`src/rtl/tc_pkg.sv`:
```
`timescale 1ns/1ps
package tc_pkg;
  // word addresses
  localparam int unsigned A_CTRL = 0;
  localparam int unsigned A_TIME = 1;
  localparam int unsigned A_PER  = 2;
  localparam int unsigned A_CPER = 3;
  localparam int unsigned A_STEP = 4;
  // control bits
  localparam int unsigned CTL_RUN     = 0;
  localparam int unsigned CTL_FOLD    = 1;
  localparam int unsigned CTL_RESTART = 2;
  localparam int unsigned CTL_SNAP    = 3;
  localparam int unsigned STEP_ALT_LSB = 8;

  // next time value: add, fold at period, trim to width
  function automatic logic [63:0] next_time(input logic [63:0] cur,
                                            input logic [63:0] step,
                                            input logic [63:0] per,
                                            input logic fold_on,
                                            input int unsigned width);
    logic [63:0] sum;
    logic [63:0] mask;
    sum  = cur + step;
    mask = (width >= 64) ? '1 : ((64'd1 << width) - 64'd1);
    if (fold_on && sum >= per) sum = sum - per;
    return sum & mask;
  endfunction

  function automatic logic folds(input logic [63:0] cur, input logic [63:0] step,
                                 input logic [63:0] per, input logic fold_on);
    return fold_on && ((cur + step) >= per);
  endfunction

  function automatic logic alt_due(input logic [63:0] phase, input logic [63:0] per);
    return (per != 64'd0) && (phase >= per);
  endfunction
endpackage

```
`src/rtl/tc_regs.sv`:
```
`timescale 1ns/1ps
module tc_regs #(
  parameter int CNT_W  = 32,
  parameter int INC_W  = 7,
  parameter int CP_W   = 16,
  parameter int ADDR_W = 3,
  parameter int DATA_W = 32
) (
  input  logic              clk,
  input  logic              rst_n,
  input  logic              bus_wr,
  input  logic [ADDR_W-1:0] bus_addr,
  input  logic [DATA_W-1:0] bus_wdata,
  input  logic [ADDR_W-1:0] bus_raddr,
  output logic [DATA_W-1:0] bus_rdata,
  input  logic [CNT_W-1:0]  count_now,
  output logic              run_en,
  output logic              fold_en,
  output logic              snap_fire,
  output logic              restart_pulse,
  output logic              time_load,
  output logic [CNT_W-1:0]  load_value,
  output logic [CNT_W-1:0]  evt_period,
  output logic [CP_W-1:0]   corr_period,
  output logic [INC_W-1:0]  base_step,
  output logic [INC_W-1:0]  alt_step,
  output logic [CNT_W-1:0]  snap_value
);
  import tc_pkg::*;

  logic wr_ctrl;
  assign wr_ctrl       = bus_wr && (bus_addr == ADDR_W'(A_CTRL));
  assign restart_pulse = wr_ctrl && bus_wdata[CTL_RESTART];
  assign time_load     = bus_wr && (bus_addr == ADDR_W'(A_TIME));
  assign load_value    = bus_wdata[CNT_W-1:0];

  always_ff @(posedge clk or negedge rst_n) begin
    if (!rst_n) begin
      run_en      <= 1'b0;
      fold_en     <= 1'b0;
      snap_fire   <= 1'b0;
      evt_period  <= '0;
      corr_period <= '0;
      base_step   <= '0;
      alt_step    <= '0;
      snap_value  <= '0;
    end else begin
      // snapshot request lives for one cycle only
      snap_fire <= wr_ctrl ? bus_wdata[CTL_SNAP] : 1'b0;
      if (snap_fire) snap_value <= count_now;
      if (wr_ctrl) begin
        run_en  <= bus_wdata[CTL_RUN];
        fold_en <= bus_wdata[CTL_FOLD];
      end
      if (bus_wr && bus_addr == ADDR_W'(A_PER))  evt_period  <= bus_wdata[CNT_W-1:0];
      if (bus_wr && bus_addr == ADDR_W'(A_CPER)) corr_period <= bus_wdata[CP_W-1:0];
      if (bus_wr && bus_addr == ADDR_W'(A_STEP)) begin
        base_step <= bus_wdata[INC_W-1:0];
        alt_step  <= bus_wdata[STEP_ALT_LSB +: INC_W];
      end
    end
  end

  always_comb begin
    bus_rdata = '0;
    case (bus_raddr)
      ADDR_W'(A_CTRL): begin
        bus_rdata[CTL_RUN]  = run_en;
        bus_rdata[CTL_FOLD] = fold_en;
        bus_rdata[CTL_SNAP] = snap_fire;
      end
      ADDR_W'(A_TIME): bus_rdata[CNT_W-1:0] = snap_value;
      ADDR_W'(A_PER):  bus_rdata[CNT_W-1:0] = evt_period;
      ADDR_W'(A_CPER): bus_rdata[CP_W-1:0]  = corr_period;
      ADDR_W'(A_STEP): begin
        bus_rdata[INC_W-1:0]            = base_step;
        bus_rdata[STEP_ALT_LSB +: INC_W] = alt_step;
      end
      default: bus_rdata = '0;
    endcase
  end
endmodule

```
`src/rtl/tc_corr.sv`:
```
`timescale 1ns/1ps
module tc_corr #(
  parameter int CP_W = 16
) (
  input  logic            clk,
  input  logic            rst_n,
  input  logic            run_en,
  input  logic            restart_pulse,
  input  logic [CP_W-1:0] corr_period,
  output logic [CP_W-1:0] corr_phase,
  output logic            corr_hit
);
  import tc_pkg::*;

  assign corr_hit = run_en && alt_due(64'(corr_phase), 64'(corr_period));

  always_ff @(posedge clk or negedge rst_n) begin
    if (!rst_n)             corr_phase <= '0;
    else if (restart_pulse) corr_phase <= '0;
    else if (run_en)        corr_phase <= corr_hit ? '0 : corr_phase + CP_W'(1);
  end
endmodule

```
`src/rtl/tc_accum.sv`:
```
`timescale 1ns/1ps
module tc_accum #(
  parameter int CNT_W = 32,
  parameter int INC_W = 7
) (
  input  logic             clk,
  input  logic             rst_n,
  input  logic             run_en,
  input  logic             fold_en,
  input  logic             restart_pulse,
  input  logic             time_load,
  input  logic [CNT_W-1:0] load_value,
  input  logic [INC_W-1:0] step,
  input  logic [CNT_W-1:0] evt_period,
  output logic [CNT_W-1:0] count_now,
  output logic             fold_hit
);
  import tc_pkg::*;

  logic [63:0] nxt;
  assign nxt      = next_time(64'(count_now), 64'(step), 64'(evt_period), fold_en, CNT_W);
  assign fold_hit = run_en && folds(64'(count_now), 64'(step), 64'(evt_period), fold_en);

  always_ff @(posedge clk or negedge rst_n) begin
    if (!rst_n)             count_now <= '0;
    else if (restart_pulse) count_now <= '0;
    else if (time_load)     count_now <= load_value;
    else if (run_en)        count_now <= nxt[CNT_W-1:0];
  end
endmodule

```
`src/rtl/tc_time_counter.sv`:
```
`timescale 1ns/1ps
module tc_time_counter #(
  parameter int CNT_W  = 32,
  parameter int INC_W  = 7,
  parameter int CP_W   = 16,
  parameter int ADDR_W = 3,
  parameter int DATA_W = 32
) (
  input  logic              clk,
  input  logic              rst_n,
  input  logic              bus_wr,
  input  logic [ADDR_W-1:0] bus_addr,
  input  logic [DATA_W-1:0] bus_wdata,
  input  logic [ADDR_W-1:0] bus_raddr,
  output logic [DATA_W-1:0] bus_rdata
);
  logic              run_en, fold_en, snap_fire, restart_pulse, time_load;
  logic              corr_hit, fold_hit;
  logic [CNT_W-1:0]  load_value, evt_period, count_now, snap_value;
  logic [CP_W-1:0]   corr_period, corr_phase;
  logic [INC_W-1:0]  base_step, alt_step, step_sel;

  assign step_sel = corr_hit ? alt_step : base_step;

  tc_regs #(.CNT_W(CNT_W), .INC_W(INC_W), .CP_W(CP_W), .ADDR_W(ADDR_W), .DATA_W(DATA_W)) i_regs (
    .clk(clk), .rst_n(rst_n), .bus_wr(bus_wr), .bus_addr(bus_addr), .bus_wdata(bus_wdata),
    .bus_raddr(bus_raddr), .bus_rdata(bus_rdata), .count_now(count_now),
    .run_en(run_en), .fold_en(fold_en), .snap_fire(snap_fire), .restart_pulse(restart_pulse),
    .time_load(time_load), .load_value(load_value), .evt_period(evt_period),
    .corr_period(corr_period), .base_step(base_step), .alt_step(alt_step), .snap_value(snap_value));

  tc_corr #(.CP_W(CP_W)) i_corr (
    .clk(clk), .rst_n(rst_n), .run_en(run_en), .restart_pulse(restart_pulse),
    .corr_period(corr_period), .corr_phase(corr_phase), .corr_hit(corr_hit));

  tc_accum #(.CNT_W(CNT_W), .INC_W(INC_W)) i_accum (
    .clk(clk), .rst_n(rst_n), .run_en(run_en), .fold_en(fold_en), .restart_pulse(restart_pulse),
    .time_load(time_load), .load_value(load_value), .step(step_sel), .evt_period(evt_period),
    .count_now(count_now), .fold_hit(fold_hit));
endmodule

```
`config.mk`:
```
export PLATFORM = sky130hd
export DESIGN_NAME = tc_time_counter
export DESIGN_NICKNAME = d
export VERILOG_FILES = /design/src/rtl/tc_pkg.sv /design/src/rtl/tc_regs.sv /design/src/rtl/tc_corr.sv /design/src/rtl/tc_accum.sv /design/src/rtl/tc_time_counter.sv
export SDC_FILE = /design/constraint.sdc
export NUM_CORES = 1
export LEC_CHECK = 0
export ABC_AREA = 0
export BUFFER_PORTS_ARGS = -buffer_cell sky130_fd_sc_hd__buf_2
export CAP_MARGIN = 10
export CORE_MARGIN = 5
export CORE_UTILIZATION = 56
export DETAILED_ROUTE_END_ITERATION = 8
export PLACE_DENSITY = 0.87
export REMOVE_ABC_BUFFERS = 1
export SLEW_MARGIN = 20
export SYNTH_ARGS = -nofsm -noshare
export SYNTH_HDL_FRONTEND = slang
export SYNTH_SLANG_ARGS = --single-unit
```
`constraint.sdc`:
```
create_clock -name clk -period 6.1 [get_ports clk]
set_input_delay 1.22 -clock clk [delete_from_list [all_inputs] [get_ports clk]]
set_output_delay 1.22 -clock clk [all_outputs]
set_load 0.05 [all_outputs]
```
==> run summary, run 1 <==
The flow ran to the end, but the final reports show violations. The final reports fail on negative setup slack. The setup check on the worst reg-to-reg path leaves a slack of -140 ps. The max-slew headroom at the worst pin is 0.196. Proportion of register bits with asynchronous set or reset after synthesis: 1.00. The minimum period implied by the final worst setup slack came out at 6240 ps. The number of cells on the worst reg-to-reg path is 32, and the endpoint arrival time on the critical path is 6560 ps.

The power density of the placed cells works out to 543 mW/mm^2. The final hold slack is 509 ps, and the maximum number of buffers from clock root to sink is 2. In the routed layout, each cell is associated on average with a via count of 6.63. The tools report the number of max-slew violations in the final report as 0. The die area was 0.0204 sq mm; the number of synthesized flops with an enable pin was 0. The net count of the finished layout is 1296. The post-synthesis area per instance works out to 9.26 sq um.

The worst hold path begins at i_regs.snap_value[16]. Most common cell after layout, fill and taps aside: sky130_fd_sc_hd__dfrtp_1. The I/O pin count was 73.

Leaving out fill and tap cells, the most frequent cells in the layout are sky130_fd_sc_hd__dfrtp_1, sky130_fd_sc_hd__nand2_1, sky130_fd_sc_hd__buf_4, sky130_fd_sc_hd__nor2_1, sky130_fd_sc_hd__buf_2. Summing internal, switching and leakage power gives 6570 uW. Critical-path maximum fanout: 7. The endpoint identified for the worst register-to-register timing path is i_accum.count_now[28]. Once layout is done, the placed cells without fillers occupy 0.0121 sq mm. The clock-pin slew on the worst setup and hold paths was 60 ps; the post-route worst setup slack was -138 ps. The number of max-cap violations was 0. The area growth from synthesis to layout is 22.5%. Detailed routing inserted a total of 9514 vias. In this run the critical register-to-register path is launched from i_regs.corr_period[4]. The logs give 10.3 ps for the worst clock skew on the final layout and 19.9 mm for the detailed-placement wirelength estimate. The layer flagged by global routing as most heavily used is met2. Across the VDD grid, the largest voltage drop is 0.000325 V.

Critical path's slowest cell: sky130_fd_sc_hd__dfrtp_1. TritonCTS built the clock tree. In this run the remaining antenna-violating nets after routing total 0. The number of port buffers was 72; the share of the cycle needed by the critical path after routing was 1.02. The tools report the endpoint type of the worst setup path as a flip-flop. After detailed placement, the total cell area comes to 0.0108 sq mm. The tools report the end point of the worst hold path as i_regs.snap_value[16]. The logs give 0.00988 sq mm for the netlist area before placement and 0.0499 for the met3 usage in global routing.

The core region is 0.0173 sq mm. The initial antenna violation count was 0. Among the stages of the critical path, the cell type that occurs most often is sky130_fd_sc_hd__buf_6. The worst setup path is launched from a flip-flop. The congestion estimate from routability-driven global placement came to 0.960. The root buffer cell was sky130_fd_sc_hd__clkbuf_16. The sequential fraction of the synthesis area was 0.367; the met1 track utilization from global routing was 0.409. The average routed wire per standard cell is 22.1 microns. The hold violation count in the final report is 0, and the slew at the pin closest to its max-slew limit is 1200 ps.

The run gives 0.571 as the effective utilization at floorplan. The H-tree depth came out at 4. The global-route usage over all layers is 0.296. In the synthesized netlist the dominant register cell turns out to be sky130_fd_sc_hd__dfrtp_1. For this run, the number of Yosys warnings is 0.

The die is 143 microns wide. The logs give 145 for the clock net sink count and 0 for the total congestion overflow after global routing. The die is 143 microns tall. Counting the buffers created by CTS gives 17. Setup repair after global routing could not meet its margin everywhere. For the post-placement worst setup slack, the log shows -316 ps. Summed over all layers, the routed wires come to 31.7 mm. Category of the critical setup timing path: flip-flop to flip-flop.

For this run, the top clock speed supported by timing is 160 MHz. Type of the most critical hold path: flip-flop to flip-flop. The first global-routing pass estimated 47.7 mm of wire. The clock latency reported for the late side of the worst-skew pair was 450 ps; the number of different library cells in the post-synthesis netlist was 69. In this design, the stage delay of the slowest critical-path cell is 420 ps.

Setup violations remaining at the end of the flow were counted as 15. The number of global-route vias before repair was 9079; the met2 global-route usage was 0.460. Adding up every negative setup slack in the final design gives -1050 ps. In this run the static leakage power is 0.00561 uW. Entering global routing, the biggest net connects 87 pins. Row generation in the floorplan step produced 48 rows.

Before antenna repair, the detailed router went through 6 iterations. The fraction of final layout cells sized beyond drive strength 1 is 0.297, and the number of synthesized register bits is 145. 0 antenna diodes ended up in the layout. At the worst endpoint, the required time is 6430 ps. The number of instances on the worst hold path is 1. After detailed routing, the number of remaining DRC violations is 0.

After technology mapping, the gate count stands at 1066. In this run, the number of DRC markers left after iteration 0 of detailed routing was 1213.
-- state kept, by name, indices dropped and copies added, names as in the netlist --
name / count
i_regs.alt_step: 7
i_regs.fold_en: 1
i_regs.run_en: 1
i_accum.count_now: 32
i_regs.evt_period: 32
i_corr.corr_phase: 16
i_regs.snap_fire: 1
i_regs.corr_period: 16
i_regs.snap_value: 32
i_regs.base_step: 7
-- synthesized netlist by cell type, drive strengths merged, types with 10 or more instances --
cell      n  area (sq um)
dfrtp   145          3630
and3     25           156
nand2    86           323
nand3    23           115
xor2     23           201
a22o     32           280
o21ai    71           359
nand2b   12          75.1
a21oi    61           309
buf      10          83.8
clkbuf   45           169
ha       57           713
xnor2    32           280
inv      61           229
a221o    11           110
nor2b    12          75.1
a31oi    25           156
o21a     15           113
mux2     82           923
nand4    12          75.1
a21o     19           143
nor3     16          80.1
nor2     76           285
-- cells by family (layout without fill, tap and decap cells) --
family | count (synthesis) | after routing | share of synthesized area
flops | 145 | 145 | 0.367
fa+ha+maj | 59 | 59 | 0.0763
compound gates | 308 | 308 | 0.213
xor+xnor | 55 | 55 | 0.0488
simple gates | 291 | 291 | 0.141
mux | 92 | 92 | 0.105
buf+inv | 116 | 259 | 0.0488
-- stage by stage --
stage                     std cells   util
after CTS                      1419  0.676
after global placement         1375  0.625
after floorplan                1011      -
after global routing           1434  0.699
after detailed placement       1375  0.625
final                          1434  0.699
-- critical path: cells and delay by family, from the launching register on --
kind | cells | cell delay, ps
mux | 2 | 490
simple gates | 6 | 930
compound gates | 13 | 2220
xor+xnor | 1 | 140
buf+inv | 7 | 860
flops | 1 | 420
fa+ha+maj | 3 | 1060
-- power by group --
part           switching (uW)  total (uW)  internal (uW)
Sequential                339        1610           1270
Combinational            2080        3860           1770
Clock                     470        1100            628
Total                    2890        6570           3670
-- layer usage --
metal	up-vias	wire, microns
met1	4532	12400
met4	0	1680
met5	-	0
li1	4162	-
met2	654	14500
met3	166	3110
-- repair_timing --
| item | 4_1_cts | 5_1_grt |
|---|---|---|
| gates resized for setup | 40 | 64 |
| setup buffers | 11 | 15 |
| pin swaps | 22 | 42 |
| hold buffers | 0 | 0 |
| gates cloned | 1 | 0 |
| endpoints found under the hold margin | 0 | 0 |
| endpoints found under the setup margin | 32 | 32 |
-- worst max path at each step --
stage,slack (ps),startpoint,to
floorplan,-550,i_regs.corr_period[0],i_accum.count_now[20]
global placement,-40,i_corr.corr_phase[0],i_accum.count_now[3]
detailed placement,-320,i_corr.corr_phase[0],i_accum.count_now[6]
CTS,1,i_corr.corr_phase[0],i_accum.count_now[26]
global route,-260,i_corr.corr_phase[0],i_accum.count_now[20]
finish,-140,i_regs.corr_period[4],i_accum.count_now[28]
-- area by class of cell --
| cell class | count | area (sq um) |
|---|---|---|
| inverter | 61 | 229 |
| clock inverter | 14 | 169 |
| clock buffer | 18 | 439 |
| fill | 1180 | 5200 |
| tap | 225 | 282 |
| timing repair buffer | 166 | 1120 |
| multi-input combinational | 805 | 6230 |
| sequential | 145 | 3630 |
(Power assumes the default switching activity.)
==> run 2, diff against run 1 <==
==> constraint.sdc (replaced) <==
create_clock -name clk -period 6.1 [get_ports clk]
set_input_delay 1.83 -clock clk [delete_from_list [all_inputs] [get_ports clk]]
set_output_delay 1.83 -clock clk [all_outputs]
set_load 0.05 [all_outputs]
==> run 2 against run 1 <==
  * The flow still finishes with violations (negative setup slack)
  * Global-route usage shrank 0.070 points
  * Hold slack is essentially flat
  * Design area shrank 0.93%
  * Utilization shrank 0.65 points
  * Non-clock buffer count shrank 16
  * First-iteration DRC count shrank 6.1%
  * Register-to-register slack gained 80 ps
  * Critical path type unchanged
  * Critical endpoint is now i_accum.count_now[17]
  * Largest power group unchanged
==> run summary, run 2 (same netlist as run 1, synthesis figures left out) <==
Counting the fill cells in the layout gives 1172. Setup repair after global routing could not meet its margin everywhere. The run gives -70.2 ps as the total negative setup slack. The post-route worst setup slack is -53.7 ps.

The die is 143 microns tall. The total internal power was 3590 uW. TritonCTS built the clock tree. The type of the most critical hold path was flip-flop to flip-flop. In this run the static leakage power is 0.00551 uW. The routed layout has 9368 vias. The average routed wire per standard cell was 22.0 microns; the number of routed nets with antenna violations was 0. In the final layout, the multi-input gates occupy 0.00627 sq mm. The combinational share of power is 0.582, and the final setup violation count is 4. At the worst endpoint, the required time is 6420 ps. After global routing the overflow that remains totals 0.

The logs give 0.295 for the global-route usage over all layers and 0 for the initial antenna violation count. In this run the power spent charging and discharging nets is 2850 uW. STA classifies the critical path startpoint as a flip-flop. The tools report the reg-to-reg setup timing slack as -50 ps. The run gives 163 MHz as the maximum operating frequency.

The x dimension of the die is 143 microns, and the number of clock buffers inserted by TritonCTS is 17. The run gives 0.571 as the effective utilization at floorplan. Cell row count: 48.

IR analysis of the VDD net gives a maximum drop of 0.000369 V. In the routed design, unresolved DRC markers number 0. The area growth from synthesis to layout is 21.3%.

The first routing iteration left 1139 violations. In this run, placement finished with an instance count of 1370. Wire length of the first global-routing pass: 47.7 mm. The capture point of the worst reg-to-reg path was i_accum.count_now[17]. The path with the worst hold slack has its endpoint at i_regs.snap_value[14]. For the die area, the log shows 0.0204 sq mm. The run finished, with violations left. The run gives 0.0173 sq mm as the floorplan core area.

73 I/O pins were placed. The category of the critical setup timing path is flip-flop to flip-flop. The number of antenna diodes in the final layout is 0. The fraction of power spent switching nets came out at 0.443. The number of max-cap violations is 0. The final reports fail on negative setup slack. In the routed layout, each cell is associated on average with a via count of 6.61. The routed design could run at a clock period as short as 6150 ps. The power density of the placed cells works out to 537 mW/mm^2. The logic depth of the worst setup path including buffers was 28; the hold violation count in the final report was 0. The tools report the root buffer cell as sky130_fd_sc_hd__clkbuf_16.

The total of hold buffers inserted after clock tree synthesis came out at 0. The clock passes through at most 2 buffers. The logs give 0.0108 sq mm for the instance area after placement and 0.192 for the max-slew headroom at the worst pin. The number of buffers and inverters on the critical path is 4. On the worst path, the slowest cell contributes a delay of 420 ps.

The slowest stage of the critical path is the sky130_fd_sc_hd__dfrtp_1 cell. The library cell used most frequently in the layout, excluding fill and tap cells, is sky130_fd_sc_hd__dfrtp_1. The worst clock skew on the final layout was 11.0 ps; the largest net degree at the start of global routing was 99. The run gives 0.251 as the portion of total power attributed to sequential cells. The startpoint identified for the worst register-to-register timing path is i_regs.corr_period[4]. The count of cells in the finished layout, fillers not included, comes to 1418.

The clock reaches the later pin of the worst-skew pair after 450 ps. At the end of the flow, the number of nets in the layout was 1280. Detailed-placement wirelength estimate: 20.1 mm. The logs give 145 for the clock net sink count and 7 for the detailed-router iteration count before antenna repair. At the pin with the least slew margin, the transition time is 1210 ps. The number of global-route vias before repair came out at 9278.

The tools report the startpoint of the most critical hold path as i_regs.snap_value[14]. Summing all non-filler instances in the final layout gives an area of 0.0120 sq mm. The library cells used most frequently in the layout, excluding fill and tap cells, are sky130_fd_sc_hd__dfrtp_1, sky130_fd_sc_hd__nand2_1, sky130_fd_sc_hd__mux2_2, sky130_fd_sc_hd__nor2_1, sky130_fd_sc_hd__buf_4. The run gives 4 as the H-tree depth. The run gives 0.167 as the clock power share. In the final layout, flip-flops and latches occupy 0.00363 sq mm.

The final layout contains routed wiring with a total length of 31.2 mm. The clock-pin slew on the worst setup and hold paths is 60 ps. The count of buffers added on input and output ports is 72.

Measured in cells, the most critical reg-to-reg path has a length of 28. The number of max-slew violations in the final report is 0. In the final layout, the registers with the most flip-flops are i_accum.count_now: 32 flops, i_regs.evt_period: 32 flops, i_regs.snap_value: 32 flops. The number of instances on the worst hold path came out at 1.

STA classifies the critical path endpoint as a flip-flop. The placer congestion estimate is 0.977. Along the worst path, the maximum fanout reaches 7. Data arrives at the worst endpoint at 6470 ps. The kind of cell adding the most delay to the critical path was compound AO/OA/AOI/OAI gates. The share of the cycle needed by the critical path after routing works out to 1.01. The fraction of final layout cells sized beyond drive strength 1 works out to 0.290.
## run 2: final cells by class
| class | instances | share of cell area |
|---|---|---|
| Clock buffer | 19 | 0.0370 |
| Clock inverter | 13 | 0.0127 |
| Inverter | 61 | 0.0191 |
| Multi-Input combinational cell | 805 | 0.524 |
| Sequential cell | 145 | 0.303 |
| Tap cell | 225 | 0.0235 |
| Timing Repair Buffer | 150 | 0.0812 |
## run 2: metal layers
metal	wire, microns	track usage	vias to the layer above
met5	0	0	-
met4	1360	0.128	0
met1	12300	0.394	4520
met2	14500	0.460	584
li1	-	-	4122
met3	3020	0.0703	142
## run 2: timing repair
item | in CTS | in global routing
buffers inserted | 8 | 7
pin swaps | 21 | 37
cloned | 1 | 0
endpoints found under the setup margin | 31 | 32
resized for setup | 34 | 57
## run 2: how the worst max path moves through the flow
stage	start	to	slack (ps)
final	i_regs.corr_period[4]	i_accum.count_now[17]	-50
after detailed placement	i_corr.corr_phase[0]	i_accum.count_now[25]	-290
after global routing	i_regs.corr_period[4]	i_accum.count_now[17]	-230
after global placement	i_corr.corr_phase[0]	i_accum.count_now[20]	-20
after floorplan	i_regs.corr_period[0]	i_accum.count_now[20]	-550
after CTS	i_regs.corr_period[4]	i_accum.count_now[17]	0.5
## run 2: power by group through the flow
stage / sequential, uW / combinational, uW / clock [uW]
finish: 1620 / 3750 / 1080
floorplan: 1490 / 2330 / 0
global placement: 1560 / 3060 / 0
global route: 1650 / 4020 / 1120
CTS: 1580 / 3330 / 1070
detailed placement: 1580 / 3150 / 0
## run 2: per-stage QoR
stage | setup slack, ps | power, uW | hold slack [ps] | util
global placement | -16.7 | 4630 | 488 | 0.623
detailed placement | -287 | 4730 | 495 | 0.623
finish | -53.7 | 6440 | 509 | 0.693
global route | -230 | 6790 | 524 | 0.693
floorplan | -553 | 3810 | 476 | -
CTS | 0.487 | 5990 | 509 | 0.670
==> run 3, diff against run 2 <==
--- a/config.mk
+++ b/config.mk
@@ -7,10 +7,10 @@
 export LEC_CHECK = 0
 export ABC_AREA = 0
 export BUFFER_PORTS_ARGS = -buffer_cell sky130_fd_sc_hd__buf_2
-export CAP_MARGIN = 10
 export CORE_MARGIN = 5
 export CORE_UTILIZATION = 56
 export DETAILED_ROUTE_END_ITERATION = 8
+export MAX_ROUTING_LAYER = met4
 export PLACE_DENSITY = 0.87
 export REMOVE_ABC_BUFFERS = 1
 export SLEW_MARGIN = 20
==> run 3 against run 2 <==
  * The run still ends with negative setup slack left
  * Clock power about the same
  * Hold slack about the same
  * Design area increased by 0.74%
  * Critical endpoint is now i_accum.count_now[3]
  * Largest power group unchanged
==> run summary, run 3 (same netlist as run 1, synthesis figures left out) <==
Slew at the pin closest to its max-slew limit: 1220 ps. In this run, the number of DRC markers left after iteration 0 of detailed routing was 1532. The number of instances on the worst hold path was 1; the critical-path maximum fanout was 7.

The die area came out at 0.0204 sq mm. The initialized floorplan defines 48 standard-cell rows. From left edge to right edge, the die measures 143 microns.

In this run the clock root is driven by a sky130_fd_sc_hd__clkbuf_16. Wire length of the first global-routing pass: 47.0 mm. The tools report the max-slew headroom at the worst pin as 0.181. In the final routed layout, each cell accounts on average for 22.2 microns.

The number of max-cap violations came out at 0. The source of the critical timing path is i_regs.corr_period[4]. The total internal power is 3660 uW, and the placer congestion estimate is 1.02.

The most common cell after layout, fill and taps aside was sky130_fd_sc_hd__dfrtp_1. The number of antenna diodes in the final layout is 0. Clock tree synthesis found a total of 145 sinks. The critical path's slowest cell was sky130_fd_sc_hd__dfrtp_1. The clock power share is 0.168, and the total congestion overflow after global routing is 0. The number of max-slew violations in the final report is 0. The worst register-to-register path has a setup slack of -100 ps. Compared with the post-synthesis result, the final layout area differs by 22.2%. For the number of clock buffers inserted by TritonCTS, the log shows 17. The type of the most critical hold path is flip-flop to flip-flop.

By startpoint and endpoint, the worst setup path is classified as flip-flop to flip-flop. The tools report the maximum operating frequency as 161 MHz. The hold violation count in the final report was 0. Post-placement worst setup slack: -306 ps. Leaving out fill and tap cells, the most frequent cells in the layout are sky130_fd_sc_hd__dfrtp_1, sky130_fd_sc_hd__nand2_1, sky130_fd_sc_hd__buf_4, sky130_fd_sc_hd__nor2_1, sky130_fd_sc_hd__mux2_2. The end point of the worst hold path was i_regs.snap_value[16]. The fraction of final layout cells sized beyond drive strength 1 is 0.293.

The H-tree depth was 4; the maximum single-stage delay on the critical path was 410 ps. After legalization and detailed placement, the total HPWL measured 20.2 mm. Setup violations remaining at the end of the flow were counted as 11.

The detail route stage leaves a number of antenna-violating nets equal to 0. The post-layout instance count excluding filler cells was 1427. In this run the power spent charging and discharging nets is 2880 uW. The final layout contains 1289 nets. The buffer and inverter count on the worst path was 4. The tools report the launch instance of the worst register-to-register path as i_regs.corr_period[4]. 73 I/O pins were placed. Setup repair after global routing could not meet its margin everywhere. The kind of cell adding the most delay to the critical path was compound AO/OA/AOI/OAI gates. The detailed-router iteration count before antenna repair is 7, and the fill cell total of the finished layout is 1147. The global-route usage over all layers was 0.300; the portion of total power attributed to sequential cells was 0.247.

The clock passes through at most 2 buffers. In this run the most critical hold path is launched from i_regs.snap_value[16]. The logs give 9094 for the number of global-route vias before repair and 0.698 for the final core utilization.

For the endpoint arrival time on the critical path, the log shows 6520 ps. The run gives -95.9 ps as the post-route worst setup slack. The number of vias in the routed layout was 9543; the largest net degree at the start of global routing was 111. In this run the critical register-to-register path is captured at i_accum.count_now[3].

In this design, the critical path's most frequently occurring cell is sky130_fd_sc_hd__o21ai_1. The largest registers in the layout are i_accum.count_now: 32 flops, i_regs.evt_period: 32 flops, i_regs.snap_value: 32 flops. The clock latency reported for the late side of the worst-skew pair is 450 ps. TritonCTS built the clock tree. The flow ran to the end, but the final reports show violations.

STA classifies the critical path endpoint as a flip-flop. The initial antenna violation count was 0. The number of port buffers came out at 72. The analysis attributes to cell leakage a power of 0.00559 uW. The number of cells on the worst reg-to-reg path works out to 28. The DRC violations left was 0. Across the VDD grid, the largest voltage drop is 0.000357 V.

Measured along the y axis, the die boundary spans 143 microns. The final wirelength was 31.7 mm; the share of the cycle needed by the critical path after routing was 1.02. After detailed routing, the number of vias per cell comes to 6.69.

Dividing total power by cell area gives a power density of 542 mW/mm^2. After floorplanning, the core was sized to cover 0.0173 sq mm. The combinational share of power was 0.585; the fraction of power spent switching nets was 0.440. Counting I/O delays and the setup requirement, the final critical path takes 6200 ps. For this design, the CTS-stage hold fixing added 0 buffers.

The tools report the effective utilization at floorplan as 0.571. The logs give 1371 for the cell count after placement and 6420 ps for the data required time of the critical path. The checks that failed: negative setup slack. After clock tree synthesis, the clock-pin slew on the worst setup and hold paths is 60 ps. Across the routed clock network, the largest skew measured is 9.85 ps. STA classifies the critical path startpoint as a flip-flop.
[run 3: cell types whose count changed in the layout (fill, tap and decap cells not counted), moves of 3 or more]
cell / delta
sky130_fd_sc_hd__mux2_2: -3
sky130_fd_sc_hd__buf_6: +3
sky130_fd_sc_hd__buf_4: +5
sky130_fd_sc_hd__o21ai_2: -4
sky130_fd_sc_hd__o21ai_1: +3
sky130_fd_sc_hd__mux2_4: +3
[run 3: routing by layer]
layer	global-route usage	vias to the layer above	routed length, microns	share of wire
li1	-	4143	-	-
met1	0.398	4580	12600	0.40
met2	0.461	676	14600	0.46
met3	0.0583	144	3210	0.10
met4	0.109	0	1270	0.040
met5	-	-	0	0
[run 3: final cells by class]
type                    instances  area [sq um]  share of cell area
flip-flops and latches        145          3630               0.301
repair buffers                159          1080              0.0893
clock inverters                15           181              0.0150
well taps                     225           282              0.0233
inverters                      61           229              0.0190
multi-input cells             805          6250               0.518
clock buffers                  17           425              0.0352
[run 3: per-stage QoR]
stage | hold slack [ps] | power [uW] | instance area, sq um | TNS (ps)
floorplan | 476 | 3810 | 9620 | -7180
global placement | 486 | 4630 | 10800 | 0
detailed placement | 498 | 4740 | 10800 | -3440
CTS | 512 | 6000 | 11600 | 0
global route | 522 | 6880 | 12100 | -4350
finish | 509 | 6550 | 12100 | -497
[run 3: power by group through the flow]
stage                     clock network (uW)  logic (uW)  registers (uW)
after floorplan                            0        2330            1490
after global placement                     0        3060            1560
after detailed placement                   0        3160            1580
after CTS                               1100        3330            1570
after global routing                    1140        4090            1640
final                                   1100        3830            1620
[run 3: worst max path at each step]
stage	to	slack, ps	cells after the start
floorplan	i_accum.count_now[20]	-550	26
global placement	i_accum.count_now[20]	20	31
global route	i_accum.count_now[3]	-260	29
CTS	i_accum.count_now[20]	30	30
finish	i_accum.count_now[3]	-100	28
detailed placement	i_accum.count_now[3]	-310	31
[run 3: what timing repair did]
item	in CTS	in global routing
buffers inserted	8	14
pin swaps	19	42
setup endpoints to repair	32	32
gates cloned	1	1
hold endpoints to repair	0	0
resized for setup	31	66
